### config.mk
export PLATFORM = sky130hd
export DESIGN_NAME = tmr_oc_bank
export DESIGN_NICKNAME = d
export VERILOG_FILES = /design/src/rtl/tmr_oc_pkg.sv /design/src/rtl/tmr_prescale.sv /design/src/rtl/tmr_oc_chan.sv /design/src/rtl/tmr_oc_bank.sv
export SDC_FILE = /design/constraint.sdc
export NUM_CORES = 1
export LEC_CHECK = 0
export ABC_AREA = 1
export BUFFER_PORTS_ARGS = -buffer_cell sky130_fd_sc_hd__buf_2
export CORE_UTILIZATION = 57
export CTS_BUF_LIST = sky130_fd_sc_hd__clkbuf_2 sky130_fd_sc_hd__clkbuf_4 sky130_fd_sc_hd__clkbuf_8
export CTS_CLUSTER_DIAMETER = 40
export DETAILED_ROUTE_END_ITERATION = 8
export PLACE_DENSITY = 0.74
export SYNTH_ARGS = -nofsm -noshare
export SYNTH_HDL_FRONTEND = slang
export SYNTH_SLANG_ARGS = --single-unit
### constraint.sdc
create_clock -name clk -period 3.47 [get_ports clk]
set_clock_uncertainty 0.1 [all_clocks]
set_input_delay 0.1735 -clock clk [delete_from_list [all_inputs] [get_ports clk]]
set_output_delay 0.1735 -clock clk [all_outputs]
set_load 0.005 [all_outputs]
### src/rtl/tmr_oc_pkg.sv
// Shared definitions for the output-compare timer: match action codes and
// register addresses. Assumes a 4-bit register address space.
package tmr_oc_pkg;
    typedef enum logic [1:0] {
        ACT_NONE   = 2'b00,
        ACT_TOGGLE = 2'b01,
        ACT_LOW    = 2'b10,
        ACT_HIGH   = 2'b11
    } oc_act_e;

    localparam int ADDR_W = 4;
    localparam logic [ADDR_W-1:0] A_CTRL = 4'd0;
    localparam logic [ADDR_W-1:0] A_MODE = 4'd1;
    localparam logic [ADDR_W-1:0] A_ACT  = 4'd2;
    localparam logic [ADDR_W-1:0] A_IE   = 4'd3;
    localparam logic [ADDR_W-1:0] A_FLAG = 4'd4;
    localparam logic [ADDR_W-1:0] A_CNT  = 4'd5;
    localparam logic [ADDR_W-1:0] A_PIN  = 4'd6;
    localparam int                A_CMP0 = 8;
endpackage

### src/rtl/tmr_prescale.sv
// Prescaled free-running counter. A PCW-bit divider runs while en_i is
// high; the counter steps when the low psc_i divider bits are all ones,
// i.e. once every 2^psc_i cycles. Assumes psc_i <= PCW.
module tmr_prescale #(
    parameter int CW  = 16,
    parameter int PSW = 3
) (
    input  logic          clk,
    input  logic          rst_n,
    input  logic          en_i,
    input  logic [PSW-1:0] psc_i,
    output logic          tick_o,
    output logic [CW-1:0] cnt_o,
    output logic [CW-1:0] cnt_nxt_o
);
    localparam int PCW = (1 << PSW) - 1;

    logic [PCW-1:0] pre_q;
    logic [PCW-1:0] msk;
    logic [CW-1:0]  cnt_q;

    // Build the mask of divider bits that must all be one for a step.
    always_comb begin
        for (int b = 0; b < PCW; b++) msk[b] = (b < int'(psc_i));
    end

    assign tick_o    = en_i && ((pre_q & msk) == msk);
    assign cnt_nxt_o = cnt_q + 1'b1;
    assign cnt_o     = cnt_q;

    // Divider runs only while enabled.
    always_ff @(posedge clk) begin
        if (!rst_n)    pre_q <= '0;
        else if (en_i) pre_q <= pre_q + 1'b1;
    end

    // Counter steps on each prescaled tick, wrapping naturally.
    always_ff @(posedge clk) begin
        if (!rst_n)      cnt_q <= '0;
        else if (tick_o) cnt_q <= cnt_nxt_o;
    end

    a_r1_hold: assert property (@(posedge clk) disable iff (!rst_n)
        !en_i |=> $stable(cnt_q));
    a_r2_div1: assert property (@(posedge clk) disable iff (!rst_n)
        (en_i && psc_i == '0) |=> cnt_q == $past(cnt_q) + 1'b1);
    a_r8_wrap: assert property (@(posedge clk) disable iff (!rst_n)
        (tick_o && cnt_q == {CW{1'b1}}) |=> cnt_q == '0);
endmodule

### src/rtl/tmr_oc_chan.sv
// One output-compare channel: detects the counter stepping onto its
// compare value, applies the selected pin action and keeps a sticky
// flag cleared by clr_i. A match in the same cycle wins over a clear.
module tmr_oc_chan
    import tmr_oc_pkg::*;
#(
    parameter int CW = 16
) (
    input  logic          clk,
    input  logic          rst_n,
    input  logic          tick_i,
    input  logic [CW-1:0] cnt_nxt_i,
    input  logic [CW-1:0] cmp_i,
    input  logic          mode_i,
    input  logic [1:0]    act_i,
    input  logic          clr_i,
    output logic          flag_o,
    output logic          pin_o
);
    logic    hit;
    logic    flag_q;
    logic    pin_q;
    oc_act_e act;

    assign act    = oc_act_e'(act_i);
    assign hit    = tick_i && mode_i && (cnt_nxt_i == cmp_i);
    assign flag_o = flag_q;
    assign pin_o  = pin_q;

    // Sticky match flag, set has priority over write-one clear.
    always_ff @(posedge clk) begin
        if (!rst_n)     flag_q <= 1'b0;
        else if (hit)   flag_q <= 1'b1;
        else if (clr_i) flag_q <= 1'b0;
    end

    // Apply the programmed action to the pin on a match.
    always_ff @(posedge clk) begin
        if (!rst_n) pin_q <= 1'b0;
        else if (hit) begin
            case (act)
                ACT_HIGH:   pin_q <= 1'b1;
                ACT_LOW:    pin_q <= 1'b0;
                ACT_TOGGLE: pin_q <= ~pin_q;
                default:    pin_q <= pin_q;
            endcase
        end
    end

    a_r5_flag_set: assert property (@(posedge clk) disable iff (!rst_n)
        hit |=> flag_q);
    a_r6_clear: assert property (@(posedge clk) disable iff (!rst_n)
        (clr_i && !hit) |=> !flag_q);
    a_r3_pin_hold: assert property (@(posedge clk) disable iff (!rst_n)
        !mode_i |=> $stable(pin_q));
    a_r4_toggle: assert property (@(posedge clk) disable iff (!rst_n)
        (hit && act == ACT_TOGGLE) |=> pin_q != $past(pin_q));
    a_r9_keep: assert property (@(posedge clk) disable iff (!rst_n)
        (hit && act == ACT_NONE) |=> $stable(pin_q));
endmodule

### src/rtl/tmr_oc_bank.sv
// Top of the output-compare timer: register file, prescaled counter and
// NCH compare channels. Assumes NCH <= 8 and CW >= 2*NCH, CW >= PSW+1.
module tmr_oc_bank
    import tmr_oc_pkg::*;
#(
    parameter int NCH = 4,
    parameter int CW  = 16,
    parameter int PSW = 3
) (
    input  logic              clk,
    input  logic              rst_n,
    input  logic              bus_we,
    input  logic [ADDR_W-1:0] bus_addr,
    input  logic [CW-1:0]     bus_wdata,
    output logic [CW-1:0]     bus_rdata,
    output logic [NCH-1:0]    oc_pin,
    output logic              irq
);
    localparam int AW = 2 * NCH;

    logic           run_q;
    logic [PSW-1:0] psc_q;
    logic [NCH-1:0] mode_q;
    logic [AW-1:0]  act_q;
    logic [NCH-1:0] ie_q;
    logic [CW-1:0]  cmp_q [NCH];
    logic           tick;
    logic [CW-1:0]  cnt;
    logic [CW-1:0]  cnt_nxt;
    logic [NCH-1:0] flag;
    logic [NCH-1:0] clr;

    // Configuration register writes.
    always_ff @(posedge clk) begin
        if (!rst_n) begin
            run_q  <= 1'b0;
            psc_q  <= '0;
            mode_q <= '0;
            act_q  <= '0;
            ie_q   <= '0;
            for (int i = 0; i < NCH; i++) cmp_q[i] <= '0;
        end else if (bus_we) begin
            if (bus_addr == A_CTRL) begin
                run_q <= bus_wdata[0];
                psc_q <= bus_wdata[PSW:1];
            end
            if (bus_addr == A_MODE) mode_q <= bus_wdata[NCH-1:0];
            if (bus_addr == A_ACT)  act_q  <= bus_wdata[AW-1:0];
            if (bus_addr == A_IE)   ie_q   <= bus_wdata[NCH-1:0];
            for (int i = 0; i < NCH; i++)
                if (bus_addr == ADDR_W'(A_CMP0 + i)) cmp_q[i] <= bus_wdata;
        end
    end

    // Combinational read mux.
    always_comb begin
        bus_rdata = '0;
        case (bus_addr)
            A_CTRL:  bus_rdata = CW'({psc_q, run_q});
            A_MODE:  bus_rdata = CW'(mode_q);
            A_ACT:   bus_rdata = CW'(act_q);
            A_IE:    bus_rdata = CW'(ie_q);
            A_FLAG:  bus_rdata = CW'(flag);
            A_CNT:   bus_rdata = cnt;
            A_PIN:   bus_rdata = CW'(oc_pin);
            default: begin
                for (int i = 0; i < NCH; i++)
                    if (bus_addr == ADDR_W'(A_CMP0 + i)) bus_rdata = cmp_q[i];
            end
        endcase
    end

    tmr_prescale #(.CW(CW), .PSW(PSW)) u_cnt (
        .clk       (clk),
        .rst_n     (rst_n),
        .en_i      (run_q),
        .psc_i     (psc_q),
        .tick_o    (tick),
        .cnt_o     (cnt),
        .cnt_nxt_o (cnt_nxt)
    );

    for (genvar g = 0; g < NCH; g++) begin : g_ch
        assign clr[g] = bus_we && (bus_addr == A_FLAG) && bus_wdata[g];
        tmr_oc_chan #(.CW(CW)) u_ch (
            .clk       (clk),
            .rst_n     (rst_n),
            .tick_i    (tick),
            .cnt_nxt_i (cnt_nxt),
            .cmp_i     (cmp_q[g]),
            .mode_i    (mode_q[g]),
            .act_i     (act_q[2*g+1:2*g]),
            .clr_i     (clr[g]),
            .flag_o    (flag[g]),
            .pin_o     (oc_pin[g])
        );
    end

    assign irq = |(flag & ie_q);

    a_r7_irq_drop: assert property (@(posedge clk) disable iff (!rst_n)
        (ie_q == '0 && !(bus_we && bus_addr == A_IE)) |=> !irq);
endmodule

After elaboration in Yosys (flattened, before gate mapping)

Memory sizes are Yosys's and may differ from the RTL's.
Index checks and enable logic that the tools add are counted.

Input bits: 23
Memories: 1
Output and inout port bits: 21
RAM bits: 64
Word-level logic and storage cells: 132
Register bits: 51

Multiplexer cells: 38
$add $sub $neg: 2
Eq/ne operators: 27
Bitwise gates (word level): 10
Order comparisons: 7
Reductions and logical operators: 32

Memory list:

| name  | words | width | rd ports | clocked after memory_dff | write ports | line              | source |
|---|---|---|---|---|---|---|---|
| cmp_q | 4     | 16    | 4        | 0                        | 4           | tmr_oc_bank.sv:26 | `logic [CW-1:0] cmp_q [NCH];` |

Operators with widths:

| kind                                                                | count |
|---|---|
| 16-bit two-way mux                                                  | 8 |
| 16-bit one-hot mux with 7 select lines                              | 1 |
| 16-bit == test                                                      | 4 |
| 1-bit two-way mux                                                   | 25 |
| 16-bit by 1-bit adder with 16-bit output, second input constant     | 1 |
| 2-bit == test, second input constant                                | 8 |
| 4-bit == test, second input constant                                | 4 |
| 2-bit AND reduction                                                 | 8 |
| 1-bit logical AND                                                   | 14 |
| 4-bit by 3-bit == test with 1-bit output, second input constant     | 3 |
| 1-bit one-hot mux with 3 select lines                               | 4 |
| 3-bit nonzero test                                                  | 4 |
| 3-bit < comparator, first input constant                            | 3 |
| 2-bit by 1-bit == test with 1-bit output, second input constant     | 4 |
| 4-bit by 2-bit == test with 1-bit output, second input constant     | 2 |
| 2-bit nonzero test                                                  | 4 |
| 7-bit by 1-bit adder with 7-bit output, second input constant       | 1 |
| 7-bit bitwise AND                                                   | 1 |
| 7-bit == test                                                       | 1 |
| 1-bit by 3-bit < comparator with 1-bit output, first input constant | 2 |
| 2-bit by 3-bit < comparator with 1-bit output, first input constant | 2 |
| 4-bit bitwise AND                                                   | 1 |
| 4-bit by 1-bit == test with 1-bit output, second input constant     | 1 |
| 4-bit zero test                                                     | 1 |
| other kinds (3)                                                     | 9 |

Logic depth before layout (Yosys ltp)

Gate-level depths: netlist of run 1.

Depth after elaboration: 7
Depth in mapped cells: 16

By module

From an unflattened synthesis of run 1, not the netlist that was laid out.

Cells, all modules: 1188
Area total of the unflattened synthesis: 7541.0 µm²

Modules (own cells, without submodules):

| module       | seq. area each (µm²) | cells each | area each (µm²) | instances |
|---|---|---|---|---|
| tmr_oc_bank  | 2322.2               | 482        | 4016.4          | 1 |
| tmr_oc_chan  | 40.0                 | 120        | 525.5           | 4 |
| tmr_prescale | 460.4                | 226        | 1422.6          | 1 |

Worst setup path after synthesis of run 1

No wires, ideal clock.

Path kind: in2reg
Start point: input port bus_addr[1]
End point: memory cmp_q[0][0], enable pin
Buffers on the path: 1
Arrival: 2.170 ns
Cell stages on the path: 6
Path slack: 0.789 ns
Cells stage by stage: nor2_1 inv_1 nor2_1 inv_1 clkbuf_1 o21ai_0

RTL lines:

| what               | line              | source |
|---|---|---|
| start: declaration | tmr_oc_bank.sv:13 | `input logic [ADDR_W-1:0] bus_addr,` |
| end: declaration   | tmr_oc_bank.sv:26 |  |

Final worst setup path of run 1

Start point: register u_cnt.cnt_q[0] (netlist: u_cnt.cnt_o[0])
End point: register g_ch[1].u_ch.pin_q

Cells in the longest elaborated chain, start to end: 4

RTL lines:

| what                                     | line               | source |
|---|---|---|
| start: declaration                       | tmr_prescale.sv:20 | `logic [CW-1:0] cnt_q;` |
| start signal: assignment                 | tmr_prescale.sv:40 | `else if (tick_o) cnt_q <= cnt_nxt_o;` |
| 16-bit by 1-bit adder with 16-bit output | tmr_prescale.sv:28 | `assign cnt_nxt_o = cnt_q + 1'b1;` |
| 16-bit == test                           | tmr_oc_chan.sv:26  | `assign hit = tick_i && mode_i && (cnt_nxt_i == cmp_i);` |
| 1-bit logical AND                        | tmr_oc_chan.sv:26  |  |
| 2-bit AND reduction (no source line)     | --                 |  |
| end signal: assignment                   | tmr_oc_chan.sv:44  | `ACT_TOGGLE: pin_q <= ~pin_q;` |
| end signal: assignment                   | tmr_oc_chan.sv:45  | `default: pin_q <= pin_q;` |
| end: declaration                         | tmr_oc_chan.sv:22  | `logic pin_q;` |

No other way between the ends.
A chain may end at the register's enable or synchronous reset.

==> impl_metrics.toml, run 1 <==
[layout]
multi_input_area_um2 = 3760
drive_gt1_frac = 0.103
ff_latch_area_um2 = 2940
utilization = 0.662
area_delta_synth_final_pct = 13.3
final_cell_count_no_fill = 1353
fillers = 1182
n_antenna_cell = 0
final_cell_mix = "nand2_1, nor2_1, inv_1"
final_net_count = 1194
final_common_cell = "nand2_1"

[synthesis]
synth_seq_cells = 115
yosys_warnings = 0
synth-main-ff-cell = "edfxtp_1"
syn_inst = 1100
async_reset_ff_frac = 0
syn_area_per_cell_um2 = 6.73
synth_area_um2 = 7410
synth-edff-count = 64
synth_fp_nets = 1125
yosysUniqueCellTypes = 39
synth-seq-area-share = 0.397

[clock_network]
clk_transition_reported_paths_ps = 70
cts_tree = "yes"
cts-root-buf = "clkbuf_8"
clock_tree.buffer_depth = 2
clock-sinks = 115
clk_latency_ps = 470
cts.htree.levels = 4
cts_buffers = 17
cts_resized = 0

[flow_run]
cap_viol_max_count = 0

[placement]
dp_cells = 1306
dpl.hpwl_um = 19400
gp_congestion = 0.991
port_buffers = 43

[critical_path]
cp_slowest_cell = "dfxtp_1"
crit_path_max_fanout = 11
slowest_delay_ps = 510
critPathKind = "flop to flop"
cp_num_buf_inv = 0
crit_family = "simple AND/OR/NAND/NOR gates"
worstPathCellList = "ha_1, nand2_2, nor2_2, nand3_1, nand3_1, nand2_1, nor2_1, nand2_1, nor2_1, nand3_1, nand2_1, nand2_1, nor2_1, nor2_1"
arrival_ps = 3100
start_kind = "flop"
rrSetupSlack_ps = 610
required_ps = 3710
cp-end-kind = "flop"

[route]
drtIter0Drc = 1190
top_layer = "met4"
drt.antenna.violating_nets = 0
finalWirelength_um = 25900
drt_pass1_iterations = 8
wl_per_cell_um = 19.2
post_drt_via_cell_ratio = 5.88
vias = 7949
route.met2.wl_um = 10900
wl_met1_um = 10500
wl_met3_um = 3520
drc = 0

[timing]
worstMarginPinSlew_ps = 856
slew_headroom = 0.428
hold_viol = 0
setup_tns_ps = 0
rsz0062_at_grt = "false"
finalMaxSlewViolations = 0
period_needed_ps = 2860
hold_ws_ps = 38.7
finalSetupViolCount = 0
finalCritPeriodShare = 0.824
clock.fmax_mhz = 350

[global_route]
grt_first_pass_wirelength_um = 38800
grt_pass1_vias = 7043
grtUsageTotal = 0.402
grt-ovfl-total = 0
grt_max_degree = 25
antenna_found_initial = 0

[power_and_ir_drop]
power_leakage_nw = 3.81
p_per_area_nw_per_um2 = 383
totalPowerFinal_mw = 3.21
peakVddDrop_uv = 259

[run_status]
status = "complete, no violations"

[floorplan]
coreArea_um2 = 12700
die_area_um2 = 13500
start_util = 0.585
die_h_um = 116
core.rowCount = 41
die_w_um = 116
ios = 44

[hold_path]
hold_class = "primary input to flop"
[worst register-to-register path: cells and delay by family, from the launching register on]
family | cells | cell delay (ps)
adders and majority gates | 1 | 270
and+or+nand+nor | 13 | 1850
DFF | 1 | 510
[power breakdown]
group          internal (mW)  switching (mW)
Combinational          0.139           0.276
Clock                  0.657           0.580
Sequential              1.50          0.0617
[Yosys cell counts (6+ instances only)]
master / instances / share of area
buf_4: 6 / 0.0061
clkbuf_1: 18 / 0.0091
o21ai_0: 46 / 0.031
nand2_1: 298 / 0.15
o22ai_1: 16 / 0.014
dfxtp_1: 51 / 0.14
nand2_2: 12 / 0.010
nor3_1: 7 / 0.0047
a221oi_1: 8 / 0.0095
o221ai_1: 8 / 0.0095
inv_1: 155 / 0.079
nand4_1: 15 / 0.013
a21oi_1: 50 / 0.034
edfxtp_1: 64 / 0.26
nor2_1: 168 / 0.085
nand3_1: 127 / 0.086
[layout make-up]
class	count	area share
Tap cell	172	0.0256
Multi-Input combinational cell	801	0.448
Clock buffer	20	0.0313
Sequential cell	115	0.351
Clock inverter	11	0.0134
Timing Repair Buffer	77	0.0608
Inverter	157	0.0702
[kinds of logic (layout without fill, tap and decap cells)]
kind of cell,after synthesis,after routing,synth area share
compound gates,149,149,0.121
flops,115,115,0.397
xor+xnor,6,6,0.00895
simple gates,644,644,0.372
buf+inv,184,265,0.0973
fa+ha+maj,2,2,0.00338
[per-stage QoR]
stage | area [um2] | worst slack, ps
2_1_floorplan | 7410 | 789
3_3_place_gp | 7860 | 711
3_5_place_dp | 7860 | 673
4_1_cts | 8390 | 655
5_1_grt | 8390 | 310
6_report | 8390 | 611
[repair_timing]
action	4_1_cts	5_1_grt
endpoints found under the hold margin	60	0
hold buffers	16	0
setup buffers	0	0
[worst paths after layout]
kind                         to           start  cells past startpoint
max          g_ch[1].u_ch.pin_o  u_cnt.cnt_o[0]                     14
min                   mode_q[0]          bus_we                      3
max reg2reg  g_ch[1].u_ch.pin_o  u_cnt.cnt_o[0]                     14
min reg2reg             ie_q[1]         ie_q[1]                      2
[per-layer routing]
layer | vias up | GRT usage
met3 | 87 | 0.115
met4 | 0 | 0.178
met1 | 3550 | 0.554
li1 | 3756 | -
met5 | - | 0
met2 | 556 | 0.585
[sequential cells by signal, summed over array words and instances, names as in the netlist]
signal,cells
u_cnt.cnt_o,16
run_q,1
psc_q,3
cmp_q,64
g_ch.u_ch.flag_o,4
g_ch.u_ch.pin_o,4
mode_q,4
u_cnt.pre_q,7
act_q,8
ie_q,4
No activity file was read; power rests on OpenSTA's default activity.
==> run 2: changes to the inputs <==
--- a/config.mk
+++ b/config.mk
@@ -11,7 +11,7 @@
 export CTS_BUF_LIST = sky130_fd_sc_hd__clkbuf_2 sky130_fd_sc_hd__clkbuf_4 sky130_fd_sc_hd__clkbuf_8
 export CTS_CLUSTER_DIAMETER = 40
 export DETAILED_ROUTE_END_ITERATION = 8
-export PLACE_DENSITY = 0.74
+export PLACE_DENSITY = 0.77
 export SYNTH_ARGS = -nofsm -noshare
 export SYNTH_HDL_FRONTEND = slang
 export SYNTH_SLANG_ARGS = --single-unit
==> constraint.sdc (replaced) <==
create_clock -name clk -period 2.46 [get_ports clk]
set_clock_uncertainty 0.1 [all_clocks]
set_input_delay 0.123 -clock clk [delete_from_list [all_inputs] [get_ports clk]]
set_output_delay 0.123 -clock clk [all_outputs]
set_load 0.005 [all_outputs]
==> impl_metrics.toml, run 2 (synthesized netlist as in run 1, its figures left out) <==
[layout]
utilization = 0.693
fillers = 1146
final_cell_area_um2 = 8780
n_antenna_cell = 0
final_cell_mix = "nand2_1, nor2_1, inv_1"
final_net_count = 1226
final_common_cell = "nand2_1"
final_cell_count_no_fill = 1386
drive_gt1_frac = 0.143
largest_register = "cmp_q"
area_delta_synth_final_pct = 18.5
largest_reg_flops = 64

[hold_path]
min_from = "bus_we"
hold_end = "mode_q[0]"
hold_path_depth = 3
hold_class = "primary input to flop"

[global_route]
grt_pass1_vias = 6999
antenna_found_initial = 0
grtUsageTotal = 0.396
grt_first_pass_wirelength_um = 38500
grt-ovfl-total = 0
grt_max_degree = 29

[timing]
worst_slack_ps = 144
hold_viol = 0
period_needed_ps = 2320
finalSetupViolCount = 0
finalMaxSlewViolations = 0
clock.fmax_mhz = 432
worstMarginPinSlew_ps = 669
finalCritPeriodShare = 0.942
slew_headroom = 0.554

[floorplan]
coreArea_um2 = 12700
die_area_um2 = 13500
core.rowCount = 41
ios = 44
die_h_um = 116
start_util = 0.585
die_w_um = 116

[clock_network]
cts_tree = "yes"
cts-root-buf = "clkbuf_8"
clk_latency_ps = 480
clock_tree.buffer_depth = 2
cts.htree.levels = 4
clock-sinks = 115
cts_buffers = 17
clk_transition_reported_paths_ps = 90

[power_and_ir_drop]
combinationalPowerShare = 0.127
p_sw_mw = 1.42
swShare = 0.305
p_seq_frac = 0.472
cell_internal_pwr_mw = 3.24
totalPowerFinal_mw = 4.67
p_per_area_nw_per_um2 = 532
power_leakage_nw = 4.00
clkPwrFrac = 0.401
peakVddDrop_uv = 468

[route]
vias = 8077
drc = 0
finalWirelength_um = 26100
drt.antenna.violating_nets = 0
post_drt_via_cell_ratio = 5.83
wl_per_cell_um = 18.8
drtIter0Drc = 1227
drt_pass1_iterations = 6

[critical_path]
crit_family = "simple AND/OR/NAND/NOR gates"
reg2reg_to = "g_ch[2].u_ch.pin_o"
required_ps = 2770
arrival_ps = 2630
start_kind = "flop"
crit_path_max_fanout = 11
cp_num_buf_inv = 2
reg2reg_from = "u_cnt.cnt_o[0]"
critPathKind = "flop to flop"
cp-end-kind = "flop"
slowest_delay_ps = 350
rrSetupSlack_ps = 140
cp_slowest_cell = "dfxtp_1"
ff2ff_path_depth = 15
worstPathCellList = "ha_2, nand2_2, nor2_4, buf_12, nand3_1, nand2_1, nand2_1, buf_4, nand2_1, nand3_1, nor2_1, nand3_1, nor3_1, nor2_1, nor2_1"

[placement]
dp_cells = 1324
pre_cts_slack_ps = 59.2
port_buffers = 43
dpl.hpwl_um = 19300
postPlaceCellArea_um2 = 8010
gp_congestion = 1.05

[run_status]
status = "complete, no violations"

[flow_run]
cap_viol_max_count = 0
-- run 2: cell count changes in the layout (fill, tap and decap cells not counted), sizes merged --
cell and change:
inv +5, nand2 +1, buf +28, clkinv -1, clkbuf -3, dlygate4sd3 +3
-- run 2: what timing repair did --
action / 4_1_cts / 5_1_grt
hold buffers: 19 / 0
setup endpoints to repair: 0 / 6
gates resized for setup: 0 / 23
buffers inserted: 0 / 10
endpoints found under the hold margin: 68 / 0
-- run 2: power by group through the flow --
stage / Clock, mW / Sequential (mW) / Combinational, mW
finish: 1.87 / 2.20 / 0.594
global route: 1.95 / 2.21 / 0.649
CTS: 1.87 / 2.20 / 0.569
detailed placement: 0 / 2.24 / 0.545
global placement: 0 / 2.24 / 0.544
floorplan: 0 / 2.21 / 0.359
-- run 2: routing by layer --
layer  wire [um]  vias to the layer above  part of all wire  track usage
met5           0                        -                 0            0
met4        1040                        0             0.040        0.178
met3        3390                       94              0.13        0.123
met2       11200                      555              0.43        0.596
met1       10500                     3606              0.40        0.522
li1            -                     3822                 -            -
-- run 2: worst max-delay path by stage --
stage              startpoint                 end  slack, ps  depth (start not counted)
2_1_floorplan     bus_addr[3]         cmp_q[2][0]        160                          6
3_3_place_gp   u_cnt.cnt_o[0]  g_ch[0].u_ch.pin_o         30                         14
3_5_place_dp   u_cnt.cnt_o[0]  g_ch[0].u_ch.pin_o         60                         14
4_1_cts        u_cnt.cnt_o[0]  g_ch[0].u_ch.pin_o         20                         14
5_1_grt        u_cnt.cnt_o[0]  g_ch[2].u_ch.pin_o        -30                         15
6_report       u_cnt.cnt_o[0]  g_ch[2].u_ch.pin_o        140                         15
-- run 2: cell type report --
cell class | instances | area [um2] | area share
well taps | 172 | 215 | 0.0245
clock inverters | 15 | 175 | 0.0200
flip-flops and latches | 115 | 2950 | 0.336
clock buffers | 17 | 234 | 0.0266
multi-input cells | 802 | 3840 | 0.438
repair buffers | 108 | 776 | 0.0884
inverters | 157 | 589 | 0.0671
-- run 2: metrics by stage --
| step | setup TNS (ps) | hold WS [ps] |
|---|---|---|
| 2_1_floorplan | 0 | 189 |
| 3_3_place_gp | 0 | 314 |
| 3_5_place_dp | 0 | 324 |
| 4_1_cts | 0 | 2.47 |
| 5_1_grt | -59.9 | 23.0 |
| 6_report | 0 | 37.7 |
-- run 2: tightest hold or removal path: cells and delay by family --
family / cells / cell delay [ps]
buffers and inverters: 1 / 230
AND/OR/NAND/NOR: 1 / 140
AO/OA/AOI/OAI: 1 / 60
